File: src/rtl/disp_wr_pkg.sv
package disp_wr_pkg;
  localparam int DIGITS = 8;
  localparam int AW     = $clog2(DIGITS);
  localparam int DATA_W = 8;
  localparam int NIB_W  = 4;

  // control word bit positions (decoded by the sequencer)
  localparam int CW_SEQ  = 7;
  localparam int CW_HEX  = 6;
  localparam int CW_RAW  = 5;
  localparam int CW_RUN  = 4;
  localparam int CW_BANK = 3;

  typedef struct packed {
    logic hex;
    logic raw;
    logic run;
    logic bankA;
  } cfg_t;

  typedef struct packed {
    logic              we;
    logic [AW-1:0]     addr;
    logic [DATA_W-1:0] data;
    logic              raw;
    logic              bankA;
  } wrCmd_t;
endpackage

File: src/rtl/disp_wr_ctrl.sv
module disp_wr_ctrl
  import disp_wr_pkg::*;
#(
  parameter int SYNC_STAGES = 2
) (
  input  logic              clk,
  input  logic              rstN,
  input  logic              wrStrobe,
  input  logic              modeSel,
  input  logic [DATA_W-1:0] dataBus,
  output wrCmd_t            cmd,
  output cfg_t              cfg,
  output logic              blank
);
  localparam int LAST = DIGITS - 1;

  logic [SYNC_STAGES-1:0] wrSync, modeSync;
  logic wrLast;

  generate
    if (SYNC_STAGES == 1) begin : g_sync1
      always_ff @(posedge clk) begin
        if (!rstN) begin
          wrSync   <= '0;
          modeSync <= '0;
        end else begin
          wrSync   <= wrStrobe;
          modeSync <= modeSel;
        end
      end
    end else begin : g_syncN
      always_ff @(posedge clk) begin
        if (!rstN) begin
          wrSync   <= '0;
          modeSync <= '0;
        end else begin
          wrSync   <= {wrSync[SYNC_STAGES-2:0], wrStrobe};
          modeSync <= {modeSync[SYNC_STAGES-2:0], modeSel};
        end
      end
    end
  endgenerate

  logic wrRise, isCtrl;
  assign wrRise = wrSync[SYNC_STAGES-1] & ~wrLast;
  assign isCtrl = modeSync[SYNC_STAGES-1];

  cfg_t          cfgQ;
  logic [AW-1:0] addrQ, seqPtr;
  logic          seqOn, seqLock;

  always_ff @(posedge clk) begin
    if (!rstN) begin
      wrLast  <= 1'b0;
      cfgQ    <= '{hex: 1'b0, raw: 1'b0, run: 1'b1, bankA: 1'b1};
      addrQ   <= '0;
      seqPtr  <= '0;
      seqOn   <= 1'b0;
      seqLock <= 1'b0;
      cmd     <= '0;
    end else begin
      wrLast <= wrSync[SYNC_STAGES-1];
      cmd.we <= 1'b0;
      if (wrRise) begin
        if (isCtrl) begin
          cfgQ.hex   <= dataBus[CW_HEX];
          cfgQ.raw   <= dataBus[CW_RAW];
          cfgQ.run   <= dataBus[CW_RUN];
          cfgQ.bankA <= dataBus[CW_BANK];
          addrQ      <= dataBus[AW-1:0];
          seqOn      <= dataBus[CW_SEQ];
          seqPtr     <= '0;
          seqLock    <= 1'b0;
        end else if (!seqLock) begin
          cmd.we    <= 1'b1;
          cmd.data  <= dataBus;
          cmd.raw   <= cfgQ.raw;
          cmd.bankA <= cfgQ.bankA;
          cmd.addr  <= seqOn ? seqPtr : addrQ;
          if (seqOn) begin
            seqPtr <= seqPtr + 1'b1;
            if (seqPtr == AW'(LAST)) begin
              seqOn   <= 1'b0;
              seqLock <= 1'b1;
            end
          end
        end
      end
    end
  end

  assign cfg   = cfgQ;
  assign blank = seqOn;
endmodule

File: src/rtl/disp_wr_mem.sv
module disp_wr_mem
  import disp_wr_pkg::*;
(
  input  logic              clk,
  input  logic              rstN,
  input  wrCmd_t            cmd,
  input  logic              showBankA,
  input  logic [AW-1:0]     rdDigit,
  output logic [DATA_W-1:0] rdCode,
  output logic              rdRaw
);
  localparam logic [NIB_W-1:0] BLANK_NIB = '1;

  logic [NIB_W-1:0] nibA [DIGITS];
  logic [NIB_W-1:0] nibB [DIGITS];
  logic             dpQ  [DIGITS];
  logic             rawQ [DIGITS];

  for (genvar d = 0; d < DIGITS; d++) begin : g_digit
    always_ff @(posedge clk) begin
      if (!rstN) begin
        nibA[d] <= BLANK_NIB;
        nibB[d] <= BLANK_NIB;
        dpQ[d]  <= 1'b1;
        rawQ[d] <= 1'b0;
      end else if (cmd.we && cmd.addr == AW'(d)) begin
        dpQ[d]  <= cmd.data[DATA_W-1];
        rawQ[d] <= cmd.raw;
        if (cmd.raw) begin
          nibA[d] <= cmd.data[NIB_W-1:0];
          nibB[d] <= cmd.data[2*NIB_W-1:NIB_W];
        end else if (cmd.bankA) begin
          nibA[d] <= cmd.data[NIB_W-1:0];
        end else begin
          nibB[d] <= cmd.data[NIB_W-1:0];
        end
      end
    end
  end

  logic [NIB_W-1:0] shown;
  always_comb begin
    shown = showBankA ? nibA[rdDigit] : nibB[rdDigit];
    rdRaw = rawQ[rdDigit];
    if (rawQ[rdDigit])
      rdCode = {nibB[rdDigit], nibA[rdDigit]};
    else
      rdCode = {dpQ[rdDigit], {(DATA_W-NIB_W-1){1'b0}}, shown};
  end
endmodule

File: src/rtl/disp_write_port.sv
module disp_write_port
  import disp_wr_pkg::*;
(
  input  logic              clk,
  input  logic              rstN,
  input  logic              wrStrobe,
  input  logic              modeSel,
  input  logic [DATA_W-1:0] dataBus,
  input  logic [AW-1:0]     rdDigit,
  output logic [DATA_W-1:0] rdCode,
  output logic              rdRaw,
  output logic              hexSel,
  output logic              shutdown,
  output logic              blankDisp,
  output logic              wrPulse,
  output logic [AW-1:0]     wrDigit
);
  wrCmd_t cmd;
  cfg_t   cfg;

  disp_wr_ctrl #(.SYNC_STAGES(2)) u_ctrl (
    .clk(clk), .rstN(rstN), .wrStrobe(wrStrobe), .modeSel(modeSel),
    .dataBus(dataBus), .cmd(cmd), .cfg(cfg), .blank(blankDisp)
  );

  disp_wr_mem u_mem (
    .clk(clk), .rstN(rstN), .cmd(cmd), .showBankA(cfg.bankA),
    .rdDigit(rdDigit), .rdCode(rdCode), .rdRaw(rdRaw)
  );

  assign hexSel   = cfg.hex;
  assign shutdown = ~cfg.run;
  assign wrPulse  = cmd.we;
  assign wrDigit  = cmd.addr;
endmodule

File: config.mk
export PLATFORM = sky130hd
export DESIGN_NAME = disp_write_port
export DESIGN_NICKNAME = d
export VERILOG_FILES = /design/src/rtl/disp_wr_pkg.sv /design/src/rtl/disp_wr_ctrl.sv /design/src/rtl/disp_wr_mem.sv /design/src/rtl/disp_write_port.sv
export SDC_FILE = /design/constraint.sdc
export NUM_CORES = 1
export LEC_CHECK = 0
export BUFFER_PORTS_ARGS = -buffer_cell sky130_fd_sc_hd__clkbuf_2
export CAP_MARGIN = 20
export CORE_ASPECT_RATIO = 0.75
export CORE_MARGIN = 3
export CORE_UTILIZATION = 55
export CTS_BUF_LIST = sky130_fd_sc_hd__clkbuf_16
export CTS_CLUSTER_DIAMETER = 60
export CTS_CLUSTER_SIZE = 12
export DETAILED_ROUTE_END_ITERATION = 16
export GPL_TIMING_DRIVEN = 0
export PLACE_DENSITY = 0.84
export RECOVER_POWER = 25
export SETUP_SLACK_MARGIN = 0.15
export SYNTH_ARGS = -nofsm -noshare
export SYNTH_HDL_FRONTEND = slang
export SYNTH_SLANG_ARGS = --single-unit
File: constraint.sdc
create_clock -name clk -period 8.4 [get_ports clk]
set_clock_uncertainty 0.15 [all_clocks]
set_input_delay 2.1 -clock clk [delete_from_list [all_inputs] [get_ports clk]]
set_output_delay 2.1 -clock clk [all_outputs]
set_load 0.005 [all_outputs]
==> run metrics, run 1 <==
outcome finished clean; drt drc 0; Critical Path RT 6.15 ns; Async S/R FF share, synth 0%; unrepaired setup endpoints after global routing false; Final HPWL DP 7874 um; storage element area 3013 um^2; leading area contributor after synthesis edfxtp_1; Initial Util 58.14%; I/O pins 31; sequential area share after synthesis 59.75%; power density cells 185.2 nW/um^2; post-synthesis cell count 429; Clock Tree Buf Depth 2; final core occ 64.32%; post-route ant nets 0; all-layer global routing usage 21.77%; DR vias 3387; via density per instance 5.820; Std-Cell Rows 29; Hold Worst Slack 0.2851 ns; Setup TNS 0 ns; CP arrival 3.81 ns; commonest cells after routing, fill and taps aside 107 x nand2_1, 79 x edfxtp_1, 32 x dfxtp_1; initial antenna violation count 0; Clock Latency Late Sink 0.34 ns; largest net degree at the start of global routing 18; DR pass1 iterations 5; CP most frequent cell clkbuf_2; Critical Path Start Type input pin; Synthesized Nets 446; antenna cells 0; clk root buf clkbuf_16; Post-synth top flop edfxtp_1; cells taking the most area after synthesis edfxtp_1 47%, dfxtp_1 13%, nand2_1 8.0%; critical path endpoint category output port; cells along the critical path clkbuf_2 -> buf_6 -> mux4_2 -> mux2i_4 -> and2b_1 -> buf_4 -> mux2i_1 -> clkbuf_2; WL final 10320 um; most common cell after layout, fill and taps aside nand2_1; Layout Nets 486; post-CTS setup buffers 0; vias in the first global route 3378; Hold Vio Cnt, Final 0; Yosys top cell area share 47.05%; Max Cap Viol 0; Syn. warnings 0; Synth-to-Final Area Change 10.62%; CTS sink cnt 111; DR WL/cell 17.73 um; Clock Pin Slew Worst Setup and Hold Paths 0.06 ns; hold_buf cts 0; post-route cell area 5578 um^2; Finished Layout Cells 582; Slew Limit Fails 0; chip height 88.92 um; core area 8672 um^2; final worst slack 2.345 ns; total CTS buffers 9; PostCTS Resize Cnt 0; IO buf count 29; Yosys cell types 32; area of the multi-input gates 1879 um^2; Mapped Area 5042 um^2; Post-synth EDFFs 79; GRT overflow 0; DP Worst Slack 2.331 ns; GPL Wtd Cong 0.8795; syn_area_per_cell 11.75 um^2; Period Utilization, post-route 72.09%; Worst Path Max Fanout 10; H-tree lvl count 3; Iter 0 DRT Violations 311; Die ar. 10360 um^2; final setup violation count 0; CP delay by family, top multiplexers; VDD IR max 0.0001493 V; CP max stage cell mux4_2; power consumption 1.033 mW; LEAKAGE 1.680 nW; CTS tree done; dpl cell area 5323 um^2; fmax 165.1 MHz; Synth Register Bits 111; critical path class input pin to output port; number of filler cells placed in the layout 665; slowest stage delay, CP 0.55 ns; # placed instances 566; relative slew slack 55.43%; Die W 116.6 um; worst min-delay path category register to register; Period minus WS final 6.055 ns; Bufs and invs on worst path 4; layout cells sized above 1 13.50%; Slew @ Worst Pin 0.6634 ns; first-pass GRT wire length 16890 um
worst reg2reg max path, cell delays in order, from the launching register on:
cell and delay, ns:
dfxtp_1 0.39, clkbuf_1 0.37, nor2b_1 0.28, nand3_1 0.18, o21ai_0 0.53
area by class of cell:
| type | instances | share of cell area [%] |
|---|---|---|
| sequential | 111 | 54.02 |
| tap | 108 | 2.423 |
| multi-input combinational | 285 | 33.69 |
| buffer | 29 | 2.423 |
| timing repair buffer | 29 | 2.557 |
| clock inverter | 7 | 0.5832 |
| clock buffer | 9 | 4.038 |
| inverter | 4 | 0.2692 |
registers in the layout, indices dropped and copies added (netlist names):
name,flops
u_mem.rawQ,8
u_ctrl.wrLast,1
u_mem.nibB,32
u_ctrl.addrQ,3
u_ctrl.cmd,14
u_ctrl.cfg,4
u_mem.nibA,32
u_ctrl.blank,1
u_ctrl.seqLock,1
u_ctrl.modeSync,2
u_mem.dpQ,8
u_ctrl.wrSync,2
u_ctrl.seqPtr,3
worst paths after layout:
check / cells after the start / slack, ns / from / to
max: 8 / 2.34 / rdDigit[0] / rdCode[1]
max reg2reg: 4 / 6.13 / u_ctrl.cmd[11]$_SDFFE_PN0P_ / u_mem.nibA[6][3]$_DFFE_PP_
min: 1 / 0.29 / u_ctrl.modeSync[0]$_SDFF_PN0_ / u_ctrl.modeSync[1]$_SDFF_PN0_
min reg2reg: 1 / 0.29 / u_ctrl.modeSync[0]$_SDFF_PN0_ / u_ctrl.modeSync[1]$_SDFF_PN0_
layer usage:
metal | up-vias | share of wire, % | track usage, %
met4 | 0 | 1.4 | 6.563
met3 | 13 | 8.6 | 4.533
met1 | 1617 | 43 | 30.13
met2 | 154 | 47 | 35.36
li1 | 1603 | - | -
met5 | - | 0 | 0
cell families (layout without fill, tap and decap cells):
kind of cell | count (synthesis) | count (layout) | share of synthesized area (%)
AOI/OAI and AO/OA | 49 | 49 | 6.278
buffers and inverters | 33 | 78 | 2.977
DFF | 111 | 111 | 59.75
adders and majority gates | 2 | 2 | 0.4962
muxes | 39 | 39 | 13.25
and+or+nand+nor | 195 | 195 | 17.25
Yosys cell counts, drive strengths merged (3+ instances only):
cell    count
nor3        7
clkbuf     20
mux4       20
inv         4
a21boi     17
mux2i      19
and2       12
nand3      13
a21oi       9
buf         9
nor2       24
dfxtp      32
o21ai      13
nand2     107
o211a       3
nand2b     12
nor2b      13
o22ai       4
edfxtp     79
where the power goes:
part           leakage, nW  total [mW]  internal, mW  switching [mW]
logic                0.734      0.0632        0.0221          0.0412
registers            0.817       0.594         0.590         0.00438
clock network        0.129       0.375         0.196           0.180
No activity file was read; power rests on OpenSTA's default activity.
==> run 2: changes to the inputs <==
ABC_AREA = 1   (was not set)
clock period = 5.7 ns   (was 8.4 ns; I/O delays follow)
==> run metrics, run 2 <==
most common cell after layout, fill and taps aside nand2_1; LEAKAGE 2.627 nW; Syn. warnings 0; R2R depth 7; hold_buf cts 0; post-route ant nets 0; via density per instance 5.493; uppermost layer routed met4; Metal-1 WL 5492 um; Slew Limit Fails 0; CP arrival 2.76 ns; Clock Latency Late Sink 0.35 ns; Min-Delay Endpoint u_ctrl.wrSync[1]$_SDFF_PN0_; Synth Register Bits 111; Hold Worst Slack 0.2689 ns; all-layer global routing usage 24.74%; final worst slack 1.361 ns; Critical Path RT 4.12 ns; VDD IR max 0.0001998 V; Setup TNS 0 ns; Period minus WS final 4.339 ns; Mapped Area 5639 um^2; Yosys cell types 29; Post-synth top flop edfxtp_1; Critical Path Start Type input pin; Synth-to-Final Area Change 8.232%; total CTS buffers 9; power density cells 262.2 nW/um^2; syn_area_per_cell 8.649 um^2; first-pass GRT wire length 21620 um; Max Cap Viol 0; Layout Nets 709; sequential area share after synthesis 53.43%; relative slew slack 48.07%; worst min-delay path category register to register; critical path class input pin to output port; fmax 230.5 MHz; DR pass1 iterations 5; Iter 0 DRT Violations 520; CTS sink cnt 111; Std-Cell Rows 31; outcome finished clean; largest net degree at the start of global routing 18; drt drc 0; commonest cells after routing, fill and taps aside 184 x nand2_1, 100 x inv_1, 79 x edfxtp_1; Synth top cells by count 184 x nand2_1, 98 x inv_1, 79 x edfxtp_1, 56 x nand3_1, 33 x a21oi_1; Synthesized Nets 669; reg-to-reg startpoint u_ctrl.cmd[11]$_SDFFE_PN0P_; cells taking the most area after synthesis edfxtp_1 42%, nand2_1 12%, dfxtp_1 11%; clk root buf clkbuf_16; unrepaired setup endpoints after global routing false; post-CTS setup buffers 0; antenna cells 0; DR WL/cell 16.09 um; CTS tree done; vias in the first global route 4410; RR Endpoint u_mem.nibB[2][1]$_DFFE_PP_; I/O pins 31; post-synthesis cell count 652; leading area contributor after synthesis edfxtp_1; critical path endpoint category output port; Slew @ Worst Pin 0.7761 ns; Period Utilization, post-route 76.13%; biggest regs u_mem.nibA: 32 flops, u_mem.nibB: 32 flops, u_ctrl.cmd: 14 flops; Final HPWL DP 10050 um; core area 9813 um^2; Hold Vio Cnt, Final 0; R2R setup slack 3.50 ns; Clock Pin Slew Worst Setup and Hold Paths 0.07 ns; Initial Util 57.47%; DP Worst Slack 1.411 ns; Async S/R FF share, synth 0%; dpl cell area 5949 um^2; post-route cell area 6103 um^2; WL final 13340 um; DR vias 4554; final setup violation count 0; layout cells sized above 1 13.92%; PostCTS Resize Cnt 0; IO buf count 29; top-count cell post-synth nand2_1; Post-synth EDFFs 79; Die ar. 11520 um^2; Hold Startpoint u_ctrl.wrSync[0]$_SDFF_PN0_; H-tree lvl count 3; Hold Path Depth 2; GPL Wtd Cong 0.9346; wire length on met3 1522 um; Clock Tree Buf Depth 2; chip height 93.69 um; Die W 122.9 um; Yosys top cell area share 42.07%; Worst Path Max Fanout 10; initial antenna violation count 0; GRT overflow 0; met2 wire length 5940 um
-- run 2: cell count changes after synthesis, moves of 13 or more --
cell,previous run,this run
o21ai_0,13,30
mux4_2,16,0
nand2_1,107,184
nand3_1,13,56
o22ai_1,4,24
a21boi_0,17,0
nor2b_1,13,0
mux2i_1,18,0
inv_1,4,98
a21oi_1,9,33
-- run 2: where the power goes --
part | internal (mW) | leakage [nW] | switching (mW)
logic | 0.0424 | 1.68 | 0.109
registers | 0.870 | 0.820 | 0.00511
clock network | 0.293 | 0.128 | 0.282
total | 1.20 | 2.63 | 0.396
-- run 2: cells by family after synthesis --
group	after synthesis	share of synthesized area, %
buffers and inverters	143	10.78
AND/OR/NAND/NOR	300	25.85
AO/OA/AOI/OAI	96	9.496
flip-flops	111	53.43
adder cells (fa/ha/maj)	2	0.4437
-- run 2: layout make-up --
type	instances	area (um^2)
repair buffers	29	145.1
well taps	132	165.2
flip-flops and latches	111	3013
clock buffers	9	225.2
fillers	820	3710
inverters	109	410.4
plain buffers	34	178.9
clock inverters	7	42.54
multi-input cells	398	1923
-- run 2: metal layers --
metal  vias to the layer above  global-route usage [%]
met3                        43                   5.479
met4                         0                   9.599
met2                       280                   38.52
met1                      2043                   33.90
li1                       2188                       -
met5                         -                       0
-- run 2: through the flow --
step | util, % | instances | power [mW]
floorplan | - | 652 | 0.9947
global placement | 60.63 | 813 | 1.039
detailed placement | 60.63 | 813 | 1.045
CTS | 63.36 | 829 | 1.602
global route | 62.20 | 829 | 1.645
finish | 62.20 | 829 | 1.600
-- run 2: worst max path at each step --
stage                     from   endpoint  cells after the start
global route        rdDigit[0]  rdCode[1]                     11
global placement    rdDigit[0]  rdCode[3]                     11
CTS                 rdDigit[0]  rdCode[3]                     11
floorplan           rdDigit[0]  rdCode[2]                      9
finish              rdDigit[0]  rdCode[0]                     11
detailed placement  rdDigit[0]  rdCode[2]                     11
-- run 2: worst max-delay path: stages --
cell and delay (ns):
clkbuf_2 0.12, inv_2 0.08, buf_2 0.23, buf_2 0.27, nand2_1 0.08, nand3_1 0.08, nand3_1 0.13, nand2_1 0.11
nand2_1 0.06, nand2_1 0.06, clkbuf_2 0.11
==> run 3: changes to the inputs <==
ABC_AREA = 0   (was 1)
clock period = 4.42 ns   (was 5.7 ns; I/O delays follow)
==> run metrics, run 3 (synthesis results as in run 1) <==
reg-to-reg startpoint u_ctrl.cmd[11]$_SDFFE_PN0P_; I/O pins 31; IO buf count 29; Setup TNS 0 ns; total CTS buffers 9; first-pass GRT wire length 16890 um; most common cell after layout, fill and taps aside nand2_1; clk root buf clkbuf_16; Hold Vio Cnt, Final 0; relative slew slack 55.46%; fmax 246.0 MHz; DR vias 3356; CP arrival 2.81 ns; biggest regs u_mem.nibA: 32 flops, u_mem.nibB: 32 flops, u_ctrl.cmd: 14 flops; Std-Cell Rows 29; Die ar. 10360 um^2; drt drc 0; Slew @ Worst Pin 0.6630 ns; hold_buf cts 0; Clock Tree Buf Depth 2; CTS sink cnt 111; Layout Nets 486; worst min-delay path category register to register; VDD IR max 0.0002836 V; Iter 0 DRT Violations 308; Worst Path Max Fanout 10; antenna cells 0; largest net degree at the start of global routing 18; post-route ant nets 0; post-CTS setup buffers 0; Clock Latency Late Sink 0.34 ns; Max Cap Viol 0; Die W 116.6 um; WL final 10360 um; Period minus WS final 4.066 ns; critical path class input pin to output port; CTS tree done; commonest cells after routing, fill and taps aside 107 x nand2_1, 79 x edfxtp_1, 32 x dfxtp_1; GRT overflow 0; Synth-to-Final Area Change 10.62%; H-tree lvl count 3; LEAKAGE 1.680 nW; chip height 88.92 um; Critical Path Start Type input pin; vias in the first global route 3378; initial antenna violation count 0; critical path endpoint category output port; outcome finished clean; DR WL/cell 17.80 um; Period Utilization, post-route 91.98%; DR pass1 iterations 5; PostCTS Resize Cnt 0; layout cells sized above 1 13.50%; Slew Limit Fails 0; Clock Pin Slew Worst Setup and Hold Paths 0.06 ns; Final HPWL DP 7874 um; GPL Wtd Cong 0.8795; unrepaired setup endpoints after global routing false; core area 8672 um^2; Critical Path RT 3.16 ns; Worst Setup SP rdDigit[0]; R2R setup slack 2.14 ns; power density cells 351.9 nW/um^2; Setup crit end rdCode[1]; power consumption 1.963 mW; RR Endpoint u_mem.nibA[6][3]$_DFFE_PP_; final setup violation count 0; via density per instance 5.766; R2R depth 4; Initial Util 58.14%; all-layer global routing usage 21.77%
==> run 3: worst max-delay path: stages <==
cell      delay [ns]
clkbuf_2        0.11
buf_6           0.17
mux4_2          0.55
mux2i_4         0.24
and2b_1         0.16
buf_4           0.13
mux2i_1         0.20
clkbuf_2        0.14
==> run 3: layer usage <==
layer | wire (um) | GRT usage (%) | vias up
li1 | - | - | 1598
met1 | 4556 | 30.13 | 1605
met2 | 4809 | 35.36 | 137
met3 | 828 | 4.533 | 16
met4 | 163 | 6.563 | 0
met5 | 0 | 0 | -
==> run 3: worst min-delay path by stage <==
stage	start	slack (ns)	to	cells after the start
2_1_floorplan	u_ctrl.modeSync[0]$_SDFF_PN0_	0.26	u_ctrl.modeSync[1]$_SDFF_PN0_	1
3_3_place_gp	u_ctrl.modeSync[0]$_SDFF_PN0_	0.27	u_ctrl.modeSync[1]$_SDFF_PN0_	1
3_5_place_dp	u_ctrl.modeSync[0]$_SDFF_PN0_	0.27	u_ctrl.modeSync[1]$_SDFF_PN0_	1
4_1_cts	u_ctrl.modeSync[0]$_SDFF_PN0_	0.29	u_ctrl.modeSync[1]$_SDFF_PN0_	1
5_1_grt	u_ctrl.modeSync[0]$_SDFF_PN0_	0.31	u_ctrl.modeSync[1]$_SDFF_PN0_	1
6_report	u_ctrl.modeSync[0]$_SDFF_PN0_	0.29	u_ctrl.modeSync[1]$_SDFF_PN0_	1
==> run 3: area by class of cell <==
cell class | count | area [um^2]
plain buffers | 29 | 135.1
clock buffers | 9 | 225.2
clock inverters | 7 | 32.53
fillers | 665 | 3094
inverters | 4 | 15.01
multi-input cells | 285 | 1879
flip-flops and latches | 111 | 3013
well taps | 108 | 135.1
repair buffers | 29 | 142.6
==> run 3: stage by stage <==
step	utilization (%)	instances	hold WS, ns	setup slack [ns]	area [um^2]
finish	64.32	582	0.2851	0.3545	5578
global route	64.32	582	0.3079	0.2357	5578
CTS	64.35	582	0.2864	0.3305	5580
detailed placement	61.38	566	0.2709	0.3409	5323
global placement	61.38	566	0.2656	0.4161	5323
floorplan	-	429	0.2619	0.7144	5042
==> run 3: power breakdown <==
| part | total (mW) | internal, mW | switching [mW] |
|---|---|---|---|
| combinational | 0.120 | 0.0419 | 0.0783 |
| sequential | 1.13 | 1.12 | 0.00835 |
| clock | 0.714 | 0.372 | 0.341 |
| total | 1.96 | 1.53 | 0.428 |
